===== config.mk =====
export PLATFORM = sky130hd
export DESIGN_NAME = ser_load_if
export DESIGN_NICKNAME = d
export VERILOG_FILES = /design/src/rtl/ser_load_pkg.sv /design/src/rtl/ser_sync.sv /design/src/rtl/ser_edge.sv /design/src/rtl/ser_shift.sv /design/src/rtl/ser_latch_bank.sv /design/src/rtl/ser_load_if.sv
export SDC_FILE = /design/constraint.sdc
export NUM_CORES = 1
export LEC_CHECK = 0
export BUFFER_PORTS_ARGS = -buffer_cell sky130_fd_sc_hd__buf_2
export CAP_MARGIN = 30
export CORE_UTILIZATION = 48
export CTS_CLUSTER_DIAMETER = 100
export DETAILED_ROUTE_END_ITERATION = 8
export PLACE_DENSITY = 0.73
export SLEW_MARGIN = 25
export SYNTH_ARGS = -nofsm -noshare
export SYNTH_HDL_FRONTEND = slang
export SYNTH_SLANG_ARGS = --single-unit

===== constraint.sdc =====
create_clock -name clk -period 1.27 [get_ports clk]
set_clock_uncertainty 0.05 [all_clocks]
set_input_delay 0.1905 -clock clk [delete_from_list [all_inputs] [get_ports clk]]
set_output_delay 0.1905 -clock clk [all_outputs]
set_load 0.02 [all_outputs]

===== src/rtl/ser_load_pkg.sv =====
package ser_load_pkg;

  // Field order matches the top four word positions (19 down to 16),
  // so a slice of the word casts straight into this type.
  typedef struct packed {
    logic cp_hi;
    logic lock_sel;
    logic pfd_pol;
    logic mod_sel;
  } mode_t;

  localparam int MODE_W = $bits(mode_t);

  typedef enum logic {
    SEL_DIVIDER   = 1'b0,
    SEL_REFERENCE = 1'b1
  } latch_sel_e;

endpackage


===== src/rtl/ser_sync.sv =====
module ser_sync #(
  parameter int W      = 3,
  parameter int STAGES = 2
) (
  input  logic         clk,
  input  logic         rst,
  input  logic [W-1:0] async_i,
  output logic [W-1:0] sync_o
);

  logic [W-1:0] stage_q [STAGES];

  always_ff @(posedge clk) begin
    if (rst) stage_q[0] <= '0;
    else     stage_q[0] <= async_i;
  end

  for (genvar s = 1; s < STAGES; s++) begin : g_stage
    always_ff @(posedge clk) begin
      if (rst) stage_q[s] <= '0;
      else     stage_q[s] <= stage_q[s-1];
    end
  end

  assign sync_o = stage_q[STAGES-1];

endmodule


===== src/rtl/ser_edge.sv =====
module ser_edge #(
  parameter int W = 2
) (
  input  logic         clk,
  input  logic         rst,
  input  logic [W-1:0] lvl_i,
  output logic [W-1:0] rise_o
);

  logic [W-1:0] prev_q;

  always_ff @(posedge clk) begin
    if (rst) prev_q <= '0;
    else     prev_q <= lvl_i;
  end

  for (genvar b = 0; b < W; b++) begin : g_rise
    assign rise_o[b] = lvl_i[b] & ~prev_q[b];
  end

endmodule


===== src/rtl/ser_shift.sv =====
module ser_shift #(
  parameter int WORD_W = 19
) (
  input  logic              clk,
  input  logic              rst,
  input  logic              shift_en,
  input  logic              bit_i,
  output logic [WORD_W-1:0] word_o
);

  logic [WORD_W-1:0] word_q;

  // New bits enter at the bottom, so the oldest kept bit ends at the top.
  always_ff @(posedge clk) begin
    if (rst)           word_q <= '0;
    else if (shift_en) word_q <= {word_q[WORD_W-2:0], bit_i};
  end

  assign word_o = word_q;

endmodule


===== src/rtl/ser_latch_bank.sv =====
module ser_latch_bank
  import ser_load_pkg::*;
#(
  parameter int A_W     = 7,
  parameter int B_W     = 11,
  parameter int R_W     = 14,
  parameter int MIN_DIV = 3,
  parameter int WORD_W  = 1 + A_W + B_W
) (
  input  logic              clk,
  input  logic              rst,
  input  logic              load_i,
  input  logic [WORD_W-1:0] word_i,
  output logic [A_W-1:0]    swallow_o,
  output logic [B_W-1:0]    main_o,
  output logic [R_W-1:0]    ref_o,
  output mode_t             mode_o
);

  localparam logic [B_W-1:0] B_MIN = B_W'(MIN_DIV);
  localparam logic [R_W-1:0] R_MIN = R_W'(MIN_DIV);
  localparam int A_LO = 1;
  localparam int B_LO = A_LO + A_W;
  localparam int R_LO = 1;
  localparam int M_LO = R_LO + R_W;

  latch_sel_e        sel;
  logic [A_W-1:0]    a_field;
  logic [B_W-1:0]    b_raw, b_field;
  logic [R_W-1:0]    r_raw, r_field;
  mode_t             m_field;

  assign sel     = latch_sel_e'(word_i[0]);
  assign a_field = word_i[B_LO-1:A_LO];
  assign b_raw   = word_i[B_LO+B_W-1:B_LO];
  assign r_raw   = word_i[M_LO-1:R_LO];
  assign m_field = mode_t'(word_i[M_LO+MODE_W-1:M_LO]);

  if (MIN_DIV > 0) begin : g_clamp
    assign b_field = (b_raw < B_MIN) ? B_MIN : b_raw;
    assign r_field = (r_raw < R_MIN) ? R_MIN : r_raw;
  end else begin : g_pass
    assign b_field = b_raw;
    assign r_field = r_raw;
  end

  always_ff @(posedge clk) begin
    if (rst) begin
      swallow_o <= '0;
      main_o    <= B_MIN;
    end else if (load_i && sel == SEL_DIVIDER) begin
      swallow_o <= a_field;
      main_o    <= b_field;
    end
  end

  always_ff @(posedge clk) begin
    if (rst) begin
      ref_o  <= R_MIN;
      mode_o <= '0;
    end else if (load_i && sel == SEL_REFERENCE) begin
      ref_o  <= r_field;
      mode_o <= m_field;
    end
  end

endmodule


===== src/rtl/ser_load_if.sv =====
module ser_load_if
  import ser_load_pkg::*;
#(
  parameter int A_W         = 7,
  parameter int B_W         = 11,
  parameter int R_W         = 14,
  parameter int MIN_DIV     = 3,
  parameter int SYNC_STAGES = 2
) (
  input  logic           clk,
  input  logic           rst,
  input  logic           ser_clk_i,
  input  logic           ser_dat_i,
  input  logic           ser_le_i,
  output logic [A_W-1:0] swallow_o,
  output logic [B_W-1:0] main_o,
  output logic [R_W-1:0] ref_div_o,
  output logic           mod_sel_o,
  output logic           pfd_pol_o,
  output logic           lock_sel_o,
  output logic           cp_hi_o
);

  localparam int WORD_W = 1 + A_W + B_W;

  logic [2:0]        sync_lvl;
  logic [1:0]        rise;
  logic              dat_s, sclk_s, le_s;
  logic              shift_en, load_stb;
  logic [WORD_W-1:0] word;
  mode_t             mode;

  ser_sync #(.W(3), .STAGES(SYNC_STAGES)) u_sync (
    .clk     (clk),
    .rst     (rst),
    .async_i ({ser_le_i, ser_clk_i, ser_dat_i}),
    .sync_o  (sync_lvl)
  );

  assign {le_s, sclk_s, dat_s} = sync_lvl;

  ser_edge #(.W(2)) u_edge (
    .clk    (clk),
    .rst    (rst),
    .lvl_i  ({le_s, sclk_s}),
    .rise_o (rise)
  );

  assign shift_en = rise[0] & ~le_s;
  assign load_stb = rise[1];

  ser_shift #(.WORD_W(WORD_W)) u_shift (
    .clk      (clk),
    .rst      (rst),
    .shift_en (shift_en),
    .bit_i    (dat_s),
    .word_o   (word)
  );

  ser_latch_bank #(
    .A_W(A_W), .B_W(B_W), .R_W(R_W), .MIN_DIV(MIN_DIV), .WORD_W(WORD_W)
  ) u_bank (
    .clk       (clk),
    .rst       (rst),
    .load_i    (load_stb),
    .word_i    (word),
    .swallow_o (swallow_o),
    .main_o    (main_o),
    .ref_o     (ref_div_o),
    .mode_o    (mode)
  );

  assign mod_sel_o  = mode.mod_sel;
  assign pfd_pol_o  = mode.pfd_pol;
  assign lock_sel_o = mode.lock_sel;
  assign cp_hi_o    = mode.cp_hi;

endmodule


=== Word-level counts from Yosys, hierarchy flattened ===
Memory sizes are Yosys's and may differ from the RTL's.
Index checks and enable logic that the tools add are counted.

* Memory bits (writable): 6
* Flip-flop bits (word level): 57
* Memories: 1
* Logic and storage cells: 30
* Input port bits: 5
* Output and inout bits: 36

{| class="wikitable"
|+ Memory list
! memory !! depth !! width !! rd ports !! clocked after memory_dff !! wr ports !! line !! source
|-
| u_sync.stage_q || 2 || 3 || 2 || 0 || 2 || ser_sync.sv:11 || <nowiki>logic [W-1:0] stage_q [STAGES];</nowiki>
|}

* Bitwise gates (word level): 9
* Muxes and demuxes: 7
* $lt $le $gt $ge: 2
* Reductions and logical operators: 2

{| class="wikitable"
|+ Operators with widths
! operator !! count
|-
| less-than comparator 14 x 2 -> 1 bit (second input constant) || 1
|-
| two-way mux 14 bit || 1
|-
| less-than comparator 11 x 2 -> 1 bit (second input constant) || 1
|-
| two-way mux 11 bit || 1
|-
| two-way mux 3 bit || 2
|-
| NOT 1 bit || 4
|-
| bitwise AND 1 bit || 3
|-
| two-way mux 1 bit || 3
|-
| logical AND 1 bit || 2
|-
| OR 1 bit || 2
|}

=== Logic depth before layout (Yosys ltp) ===
Gate-level depths: netlist of the first run.

* Depth in word-level cells: 3
* Depth in mapped cells: 5
* Depth with buffers taken out: 3

=== Hierarchy ===
Synthesis of the first run repeated with hierarchy kept, for this count alone.

* Cell total of the unflattened synthesis: 246
* Area, all modules: 2,259.7 um^2

{| class="wikitable"
|+ Modules (own cells, without submodules)
! module !! area an instance (um^2) !! times used !! cells each
|-
| ser_latch_bank || 1,335.0 || 1 || 166
|-
| ser_shift || 683.2 || 1 || 61
|-
| ser_sync || 157.7 || 1 || 12
|-
| ser_edge || 70.1 || 1 || 6
|-
| ser_load_if || 13.8 || 1 || 1
|}

=== Worst setup path after synthesis of the first run ===
No wires, ideal clock.

* Path kind: register to register
* Start: mem u_sync.stage_q[1][2]
* End: reg u_shift.word_q[10] (netlist: u_shift.word_o[10])
* Stages on the path, launching flop included: 6
* Setup slack: -0.042 ns
* Required time: 1.088 ns
* Arrival: 1.130 ns
* Setup time: 0.132 ns
* Cells stage by stage: dfxtp_1 > or3b_1 > buf_2 > buf_2 > nand2_1 > a21oi_1

{| class="wikitable"
|+ RTL lines
! what !! line !! source
|-
| from (decl) || ser_sync.sv:11 ||
|-
| to (signal assigned) || ser_shift.sv:16 || <nowiki>else if (shift_en) word_q <= {word_q[WORD_W-2:0], bit_i};</nowiki>
|-
| to (decl) || ser_shift.sv:11 || <nowiki>logic [WORD_W-1:0] word_q;</nowiki>
|}

==> reports/qor.yml, run 1 <==
postCtsHoldBufs: 0
antenna_found_initial: 0
rows: 24
synthSimpleGateAreaFrac_pct: 26.2
p_leak_nw: 1.17
path_buf_inv: 3
core_mm2: 0.00438
grt_max_degree: 28
first_global_vias: 1737
postLayoutSetupSlackWorst_ns: -0.0313
maxCapViolCount: 0
routabilityCongestion: 0.831
path_cells: "buf_6 -> nor3b_4 -> buf_6 -> clkbuf_16 -> nor3_1 -> a21oi_1"
clk_latency_ns: 0.33
hp-class: "primary input to flop"
mostFrequentLayoutCells: "nand2_1, dfxtp_1, a21oi_1, buf_2"
synth_top_family_by_area: "simple AND/OR/NAND/NOR gates"
clk_pin_slew_ns: 0.06
critPathTopFamily: "buffers and inverters"
ys_top_cells_by_area: "dfxtp_1, nand2_1, a21oi_1, nor2b_1, nor3_1"
grt_setup_unrepaired: "true"
synth_mux_area_share_pct: 0
timing.fmax_mhz: 768
endpoint_kind: "flop"
die_w_um: 69.7
synth_top_area_share_pct: 57.3
critPathKind: "flop to flop"
yosys.area.top_type: "dfxtp_1"
cp_max_fo: 8
grt_usage_pct: 21.8
pwr_density_cell_mw_per_mm2: 1360
synth_seq_cells: 63
wl_per_cell_um: 13.7
arrival_ns: 1.47
hold_violations: 0
drt_iter0_drc: 104
pin_count: 41
dp_slack_ns: -0.0140
cts_buffer_depth: 2
failed_checks: "negative setup slack"
vias: 1990
hold_path_depth: 2
synth_fp_nets: 270
grt_pass1_wl_mm: 8.18
multi_input_area_um2: 928
reg2reg_depth: 6
r2r_setup_slack_ns: -0.03
numCtsBuffers: 9
synthXorXnorAreaFrac_pct: 0
irDropWorstVdd_mv: 0.954
syn_area_per_cell_um2: 8.31
r2r_end: "u_bank.main_o[0]$_SDFFE_PP1P_"
viasPerCell: 5.22
final_cell_area_mm2: 0.00294
drtAntennaViolNets: 0
wirelength_mm: 5.21
cts_root_buf: "clkbuf_8"
dieArea_mm2: 0.00486
layout_worst_path_cycle_share_pct: 102
regArea_mm2: 0.00127
crit_required_ns: 1.43
final_layout_size_suffix_gt1_share_pct: 31.6
yosysWarnings: 0
nNetsFinal: 330
timing.critical_path.slowest_stage_cell: "dfxtp_4"
dpl-instance-area_mm2: 0.00257
syn_inst: 265
fillCellCount: 346
tightest_slew_ns: 0.440
finalSetupViolCount: 2
cts_tree: "built"
fin_crit_ns: 1.30
cp_common_cell: "buf_6"
hold_start: "ser_le_i"
synth_compound_area_share_pct: 12.5
cts_sinks: 63
drc: 0
slowest_delay_ns: 0.36
grt-ovfl-total: 0
first_pass_iters: 4
hpwl_mm: 3.22
status: "finished with violations"
slew_violations: 0
ys_types: 18
slew_headroom_pct: 70.7
worst_hold_slack_ns: 0.0199
area_growth_pct: 33.8
reg2reg_from: "u_sync.stage_q[1][2]$_SDFF_PP0_"
place.port_buffers: 40
start_util_pct: 50.2
n_antenna_cell: 0
synthesis.area_mm2: 0.00220
synth_fa_ha_area_share_pct: 0
cts_max_level: 3
holdPathEnd: "u_sync.stage_q[0][2]$_SDFF_PP0_"
final_common_cell: "nand2_1"
start_kind: "flop"
seq_area_frac_synth_pct: 57.3
die-height_um: 69.7
power by group:
group	internal [mW]	total (mW)	switching, mW
clock	1.14	1.86	0.715
combinational	0.0614	0.145	0.0832
sequential	1.99	1.99	0.00571
flip-flops by register name, indices dropped and copies added, names as in the netlist:
| signal | flops |
|---|---|
| u_shift.word_o | 19 |
| u_sync.stage_q | 6 |
| u_bank.ref_o | 14 |
| u_bank.mode_o | 4 |
| u_bank.swallow_o | 7 |
| u_edge.prev_q | 2 |
| u_bank.main_o | 11 |
worst max path at each step:
stage | cells past startpoint | from | slack, ns | end
floorplan | 5 | u_shift.word_o[0]$_SDFFE_PP0P_ | 0.004 | u_bank.main_o[10]$_SDFFE_PP0P_
CTS | 4 | u_sync.stage_q[1][2]$_SDFF_PP0_ | 0.01 | u_bank.main_o[8]$_SDFFE_PP0P_
global placement | 4 | u_shift.word_o[0]$_SDFFE_PP0P_ | 0.03 | u_bank.main_o[10]$_SDFFE_PP0P_
global route | 6 | u_sync.stage_q[1][2]$_SDFF_PP0_ | -0.06 | u_bank.main_o[0]$_SDFFE_PP1P_
finish | 6 | u_sync.stage_q[1][2]$_SDFF_PP0_ | -0.03 | u_bank.main_o[0]$_SDFFE_PP1P_
detailed placement | 4 | u_sync.stage_q[1][2]$_SDFF_PP0_ | -0.01 | u_bank.main_o[8]$_SDFFE_PP0P_
area by class of cell:
class / instances / area share (%)
Sequential cell: 63 / 43.1
Multi-Input combinational cell: 186 / 31.5
Timing Repair Buffer: 65 / 16.0
Clock buffer: 11 / 4.80
Clock inverter: 4 / 2.38
Tap cell: 52 / 2.21
logic make-up after synthesis:
| group | count (synthesis) |
|---|---|
| buf+inv | 16 |
| compound gates | 55 |
| simple gates | 131 |
| flops | 63 |
per-stage QoR:
step                      total power, mW  TNS [ns]  cells  utilization [%]
after floorplan                      2.11         0    265                -
after global placement               2.15         0    363             58.6
after detailed placement             2.15   -0.0533    363             58.6
after CTS                            4.00         0    378             63.5
after global routing                 4.13    -0.373    381             67.2
final                                3.99   -0.0321    381             67.2
layer usage:
metal	global-route usage (%)	up-vias	routed length, um
met5	0	-	0
met4	13.3	0	114
met3	5.52	10	193
met2	33.9	51	2550
met1	27.3	940	2350
li1	-	989	-
synth_stat cells, drive strengths merged:
library cell and instances:
nand4 1, buf 9, nor2b 8, nand3b 1, nand2 102, clkbuf 7
and3b 1, or3b 2, nor2 1, nor3 10, nor3b 2, a21oi 55
nor4 2, nand3 1, dfxtp 63
repair_timing:
item	4_1_cts	5_1_grt
cloned	0	1
setup buffers	0	2
resized for setup	2	33
endpoints found under the setup margin	13	30
pin swaps	0	5
No activity file was read; power rests on OpenSTA's default activity.
==> run 2: changes to the inputs <==
--- a/config.mk
+++ b/config.mk
@@ -7,10 +7,10 @@
 export LEC_CHECK = 0
 export BUFFER_PORTS_ARGS = -buffer_cell sky130_fd_sc_hd__buf_2
 export CAP_MARGIN = 30
-export CORE_UTILIZATION = 48
+export CORE_UTILIZATION = 53
 export CTS_CLUSTER_DIAMETER = 100
 export DETAILED_ROUTE_END_ITERATION = 8
-export PLACE_DENSITY = 0.73
+export PLACE_DENSITY = 0.77
 export SLEW_MARGIN = 25
 export SYNTH_ARGS = -nofsm -noshare
 export SYNTH_HDL_FRONTEND = slang
==> constraint.sdc (replaced) <==
create_clock -name clk -period 1.3 [get_ports clk]
set_clock_uncertainty 0.05 [all_clocks]
set_input_delay 0.195 -clock clk [delete_from_list [all_inputs] [get_ports clk]]
set_output_delay 0.195 -clock clk [all_outputs]
set_load 0.02 [all_outputs]
==> reports/qor.yml, run 2 (synthesis gave the netlist of run 1 again) <==
status: "finished clean"
routabilityCongestion: 0.806
arrival_ns: 1.42
dieArea_mm2: 0.00441
die-height_um: 66.4
slew_headroom_pct: 69.9
start_kind: "flop"
switching_share_pct: 21.7
wl_per_cell_um: 12.9
wl_met1_mm: 2.13
cts_buffer_depth: 2
timing.fmax_mhz: 796
regArea_mm2: 0.00126
cp_max_fo: 10
postCtsHoldBufs: 0
vias: 1945
grt_setup_unrepaired: "false"
p_switching_mw: 0.771
timing.critical_path.slowest_stage_cell: "or3b_4"
slowest_delay_ns: 0.41
share_clk_of_total_power_pct: 41.9
drt_iter0_drc: 98
clk_pin_slew_ns: 0.06
tightest_slew_ns: 0.452
core_mm2: 0.00400
p_leak_nw: 1.09
grt_usage_pct: 23.8
endpoint_kind: "flop"
nNetsFinal: 323
tns_ns: 0
final_layout_size_suffix_gt1_share_pct: 24.8
postLayoutSetupSlackWorst_ns: 0.0443
hold_violations: 0
finalSetupViolCount: 0
area_growth_pct: 25.9
fin_crit_ns: 1.26
cts_sinks: 63
slew_violations: 0
pin_count: 41
dp_slack_ns: 0.0499
die_w_um: 66.4
hp-class: "primary input to flop"
clk_latency_ns: 0.33
hpwl_mm: 3.15
pwr_density_cell_mw_per_mm2: 1280
final_common_cell: "nand2_1"
grt_pass1_wl_mm: 7.75
start_util_pct: 55.0
first_pass_iters: 6
crit_required_ns: 1.47
place.port_buffers: 40
fillCellCount: 328
path_cells: "or3b_4 -> buf_4 -> nand2_1 -> a21oi_1"
cts_max_level: 3
layout_worst_path_cycle_share_pct: 96.6
viasPerCell: 5.21
rows: 23
wl_met3_um: 230
grt_max_degree: 23
antenna_found_initial: 0
irDropWorstVdd_mv: 1.03
mostFrequentLayoutCells: "nand2_1, dfxtp_1, a21oi_1, buf_2, buf_4"
worst_hold_slack_ns: 0.0252
met2WireLength_mm: 2.41
n_antenna_cell: 0
cts_root_buf: "clkbuf_8"
multi_input_area_um2: 860
intPower_mw: 2.78
total_power_mw: 3.55
drtAntennaViolNets: 0
largest_reg_flops: 19
combPwrFrac_pct: 3.2
grt-ovfl-total: 0
cts_tree: "built"
numCtsBuffers: 9
first_global_vias: 1770
sequentialPowerShare_pct: 54.9
top_layer_used: "met4"
critPathKind: "flop to flop"
final_core_util_pct: 69.3
wirelength_mm: 4.83
maxCapViolCount: 0
drc: 0
[run 2: cell types whose count changed in the layout (fill, tap and decap cells not counted), moves of 2 or more]
cell	delta
nand2_1	+6
nand2_2	-5
a21oi_1	+10
a21oi_2	-10
buf_6	-10
bufinv_16	-2
buf_12	+2
[run 2: power by group through the flow]
stage | Clock (mW) | Sequential [mW] | Combinational [mW]
floorplan | 0 | 1.99 | 0.0682
global placement | 0 | 1.99 | 0.112
detailed placement | 0 | 1.99 | 0.112
CTS | 1.51 | 1.95 | 0.114
global route | 1.60 | 1.95 | 0.124
finish | 1.49 | 1.95 | 0.115
[run 2: worst max-delay path, delay by kind of cell, from the launching register on]
| family | cells | cell delay, ns |
|---|---|---|
| buffers and inverters | 1 | 0.19 |
| and+or+nand+nor | 2 | 0.49 |
| DFF | 1 | 0.35 |
| AOI/OAI and AO/OA | 1 | 0.07 |
[run 2: metal layers]
metal / vias to the layer above / track usage, %
li1: 977 / -
met2: 52 / 39.3
met5: - / 0
met4: 0 / 10.9
met1: 907 / 28.1
met3: 9 / 7.24
[run 2: area by class of cell]
type,count,share of cell area (%)
clock inverter,3,0.632
clock buffer,13,5.74
timing repair buffer,58,14.7
tap,50,2.26
multi-input combinational,186,31.0
sequential,63,45.7
[run 2: per-stage QoR]
step                      instance area [um^2]  instances
final                                     2770        373
after global routing                      2770        373
after CTS                                 2720        370
after detailed placement                  2540        354
after global placement                    2540        354
after floorplan                           2200        265
[run 2: what timing repair did]
item	CTS	global route
gates resized for setup	1	5
cloned	0	1
pin swaps	0	1
endpoints found under the setup margin	1	19
buffers inserted	0	2
[run 2: final timing paths]
kind,start,to,slack [ns],cells after the start
setup / recovery,u_sync.stage_q[1][2]$_SDFF_PP0_,u_bank.main_o[10]$_SDFFE_PP0P_,0.04,4
hold reg to reg,u_sync.stage_q[0][1]$_SDFF_PP0_,u_sync.stage_q[1][1]$_SDFF_PP0_,0.39,1
hold / removal,ser_le_i,u_sync.stage_q[0][2]$_SDFF_PP0_,0.03,2
setup reg to reg,u_sync.stage_q[1][2]$_SDFF_PP0_,u_bank.main_o[10]$_SDFFE_PP0P_,0.04,4
==> run 3: changes to the inputs <==
--- a/config.mk
+++ b/config.mk
@@ -5,12 +5,13 @@
 export SDC_FILE = /design/constraint.sdc
 export NUM_CORES = 1
 export LEC_CHECK = 0
+export ABC_AREA = 1
 export BUFFER_PORTS_ARGS = -buffer_cell sky130_fd_sc_hd__buf_2
 export CAP_MARGIN = 30
-export CORE_UTILIZATION = 53
+export CORE_UTILIZATION = 48
 export CTS_CLUSTER_DIAMETER = 100
 export DETAILED_ROUTE_END_ITERATION = 8
-export PLACE_DENSITY = 0.77
+export PLACE_DENSITY = 0.73
 export SLEW_MARGIN = 25
 export SYNTH_ARGS = -nofsm -noshare
 export SYNTH_HDL_FRONTEND = slang
==> constraint.sdc (replaced) <==
create_clock -name clk -period 1.05 [get_ports clk]
set_clock_uncertainty 0.05 [all_clocks]
set_input_delay 0.1575 -clock clk [delete_from_list [all_inputs] [get_ports clk]]
set_output_delay 0.1575 -clock clk [all_outputs]
set_load 0.02 [all_outputs]
==> reports/qor.yml, run 3 <==
nNetsFinal: 341
slew_headroom_pct: 83.6
viasPerCell: 5.31
start_util_pct: 50.9
status: "finished with violations"
die-height_um: 70.4
dpl-instance-area_mm2: 0.00264
crit_required_ns: 1.24
cts_root_buf: "clkbuf_8"
yosys.area.top_type: "dfxtp_1"
start_kind: "flop"
synth-async-reset-ratio_pct: 0
mostFrequentLayoutCells: "buf_4, dfxtp_1, a21oi_1, inv_1"
place.port_buffers: 40
first_global_vias: 1707
syn_inst: 263
cts_tree: "built"
synth-edff-count: 0
p_leak_nw: 1.42
first_pass_iters: 4
fin_crit_ns: 1.19
tightest_slew_ns: 0.245
numCtsBuffers: 9
grt_max_degree: 24
grt_usage_pct: 21.2
ys_types: 17
n_antenna_cell: 0
cts_max_level: 3
tns_ns: -3.49
vias: 2086
drc: 0
ys_top_cells_by_area: "dfxtp_1, a21oi_1, o21ai_0, a21oi_2, inv_1"
critPathKind: "flop to flop"
hold_violations: 0
endpoint_kind: "flop"
wirelength_mm: 6.04
yosysMostFrequentCell: "dfxtp_1"
timing.critical_path.slowest_stage_cell: "dfxtp_2"
postLayoutSetupSlackWorst_ns: -0.141
pwr_density_cell_mw_per_mm2: 1560
slowest_delay_ns: 0.36
synthTopCellsByCount: "dfxtp_1, a21oi_1, o21ai_0"
critPathTopFamily: "buffers and inverters"
final_cell_area_mm2: 0.00338
arrival_ns: 1.38
layout_worst_path_cycle_share_pct: 113
synth_top_area_share_pct: 56.2
grt_pass1_wl_mm: 7.97
die_w_um: 70.4
finalSetupViolCount: 50
routabilityCongestion: 0.739
cp_max_fo: 8
synth_ff_type: "dfxtp_1"
grt-ovfl-total: 0
rows: 24
pin_count: 41
core_mm2: 0.00441
final_layout_size_suffix_gt1_share_pct: 48.7
failed_checks: "negative setup slack"
hpwl_mm: 3.09
hp-class: "primary input to flop"
path_buf_inv: 4
fillCellCount: 282
slew_violations: 0
cts_buffer_depth: 2
worst_hold_slack_ns: 0.124
synthesis.area_mm2: 0.00224
final_common_cell: "buf_4"
maxCapViolCount: 0
antenna_found_initial: 0
seq_area_frac_synth_pct: 56.2
drt_iter0_drc: 147
dieArea_mm2: 0.00495
drtAntennaViolNets: 0
area_growth_pct: 50.4
grt_setup_unrepaired: "true"
irDropWorstVdd_mv: 0.992
wl_per_cell_um: 15.4
clk_pin_slew_ns: 0.07
largest_reg_flops: 19
clk_latency_ns: 0.34
yosysWarnings: 0
syn_area_per_cell_um2: 8.53
synth_fp_nets: 268
timing.fmax_mhz: 839
synth_seq_cells: 63
cts_sinks: 63
path_cells: "inv_4 -> nor3_4 -> buf_6 -> buf_8 -> buf_4 -> a21oi_2"
run 3: layer usage:
metal / share of wire (%) / vias to the layer above / track usage [%]
met3: 3.6 / 13 / 5.05
met5: 0 / - / 0
met4: 2.3 / 0 / 15.3
met2: 50 / 54 / 32.3
li1: - / 1015 / -
met1: 44 / 1004 / 26.1
run 3: per-stage QoR:
step	setup WS (ns)	utilization [%]	power, mW	cells
3_5_place_dp	-0.0967	59.7	2.99	358
3_3_place_gp	-0.0884	59.7	2.98	358
5_1_grt	-0.223	76.5	5.39	393
2_1_floorplan	-0.0293	-	2.85	263
6_report	-0.141	76.5	5.25	393
4_1_cts	-0.0885	69.1	5.13	385
run 3: worst paths after layout:
path                                   startpoint                              end  slack [ns]  depth (start not counted)
setup / recovery  u_sync.stage_q[1][2]$_SDFF_PP0_    u_bank.main_o[9]$_SDFFE_PP0P_       -0.14                          6
setup reg to reg  u_sync.stage_q[1][2]$_SDFF_PP0_    u_bank.main_o[9]$_SDFFE_PP0P_       -0.14                          6
hold reg to reg   u_sync.stage_q[0][2]$_SDFF_PP0_  u_sync.stage_q[1][2]$_SDFF_PP0_        0.35                          2
hold / removal                                rst  u_shift.word_o[17]$_SDFFE_PP0P_        0.12                          4
run 3: logic make-up (layout without fill, tap and decap cells):
logic type             Yosys count  in the layout  synth area share [%]
buffers and inverters           46            123                  9.31
AO/OA/AOI/OAI                  102            102                  24.7
flip-flops                      63             63                  56.2
AND/OR/NAND/NOR                 52             53                  9.76
run 3: power breakdown:
part / total [mW] / switching, mW / internal, mW
Combinational: 0.598 / 0.332 / 0.265
Sequential: 2.54 / 0.0642 / 2.47
Clock: 2.12 / 0.960 / 1.16
Total: 5.25 / 1.36 / 3.89
run 3: final cells by class:
| class | count | area [um^2] | share of cell area (%) |
|---|---|---|---|
| Clock buffer | 11 | 141 | 4.19 |
| Timing Repair Buffer | 77 | 763 | 22.6 |
| Tap cell | 52 | 65.1 | 1.93 |
| Multi-Input combinational cell | 155 | 938 | 27.8 |
| Inverter | 30 | 118 | 3.48 |
| Sequential cell | 63 | 1290 | 38.3 |
| Clock inverter | 5 | 57.6 | 1.70 |
run 3: timing repair:
item                                    4_1_cts  5_1_grt
endpoints found under the setup margin       66       78
pin swaps                                     1        6
buffers inserted                              5        5
cloned                                        3        3
hold buffers                                  3        0
endpoints found under the hold margin         3        0
resized for setup                            55       82
run 3: worst register-to-register path, delay by kind of cell, from the launching register on:
family | cells | cell delay [ns]
compound gates | 1 | 0.05
buf+inv | 4 | 0.48
flops | 1 | 0.36
simple gates | 1 | 0.16
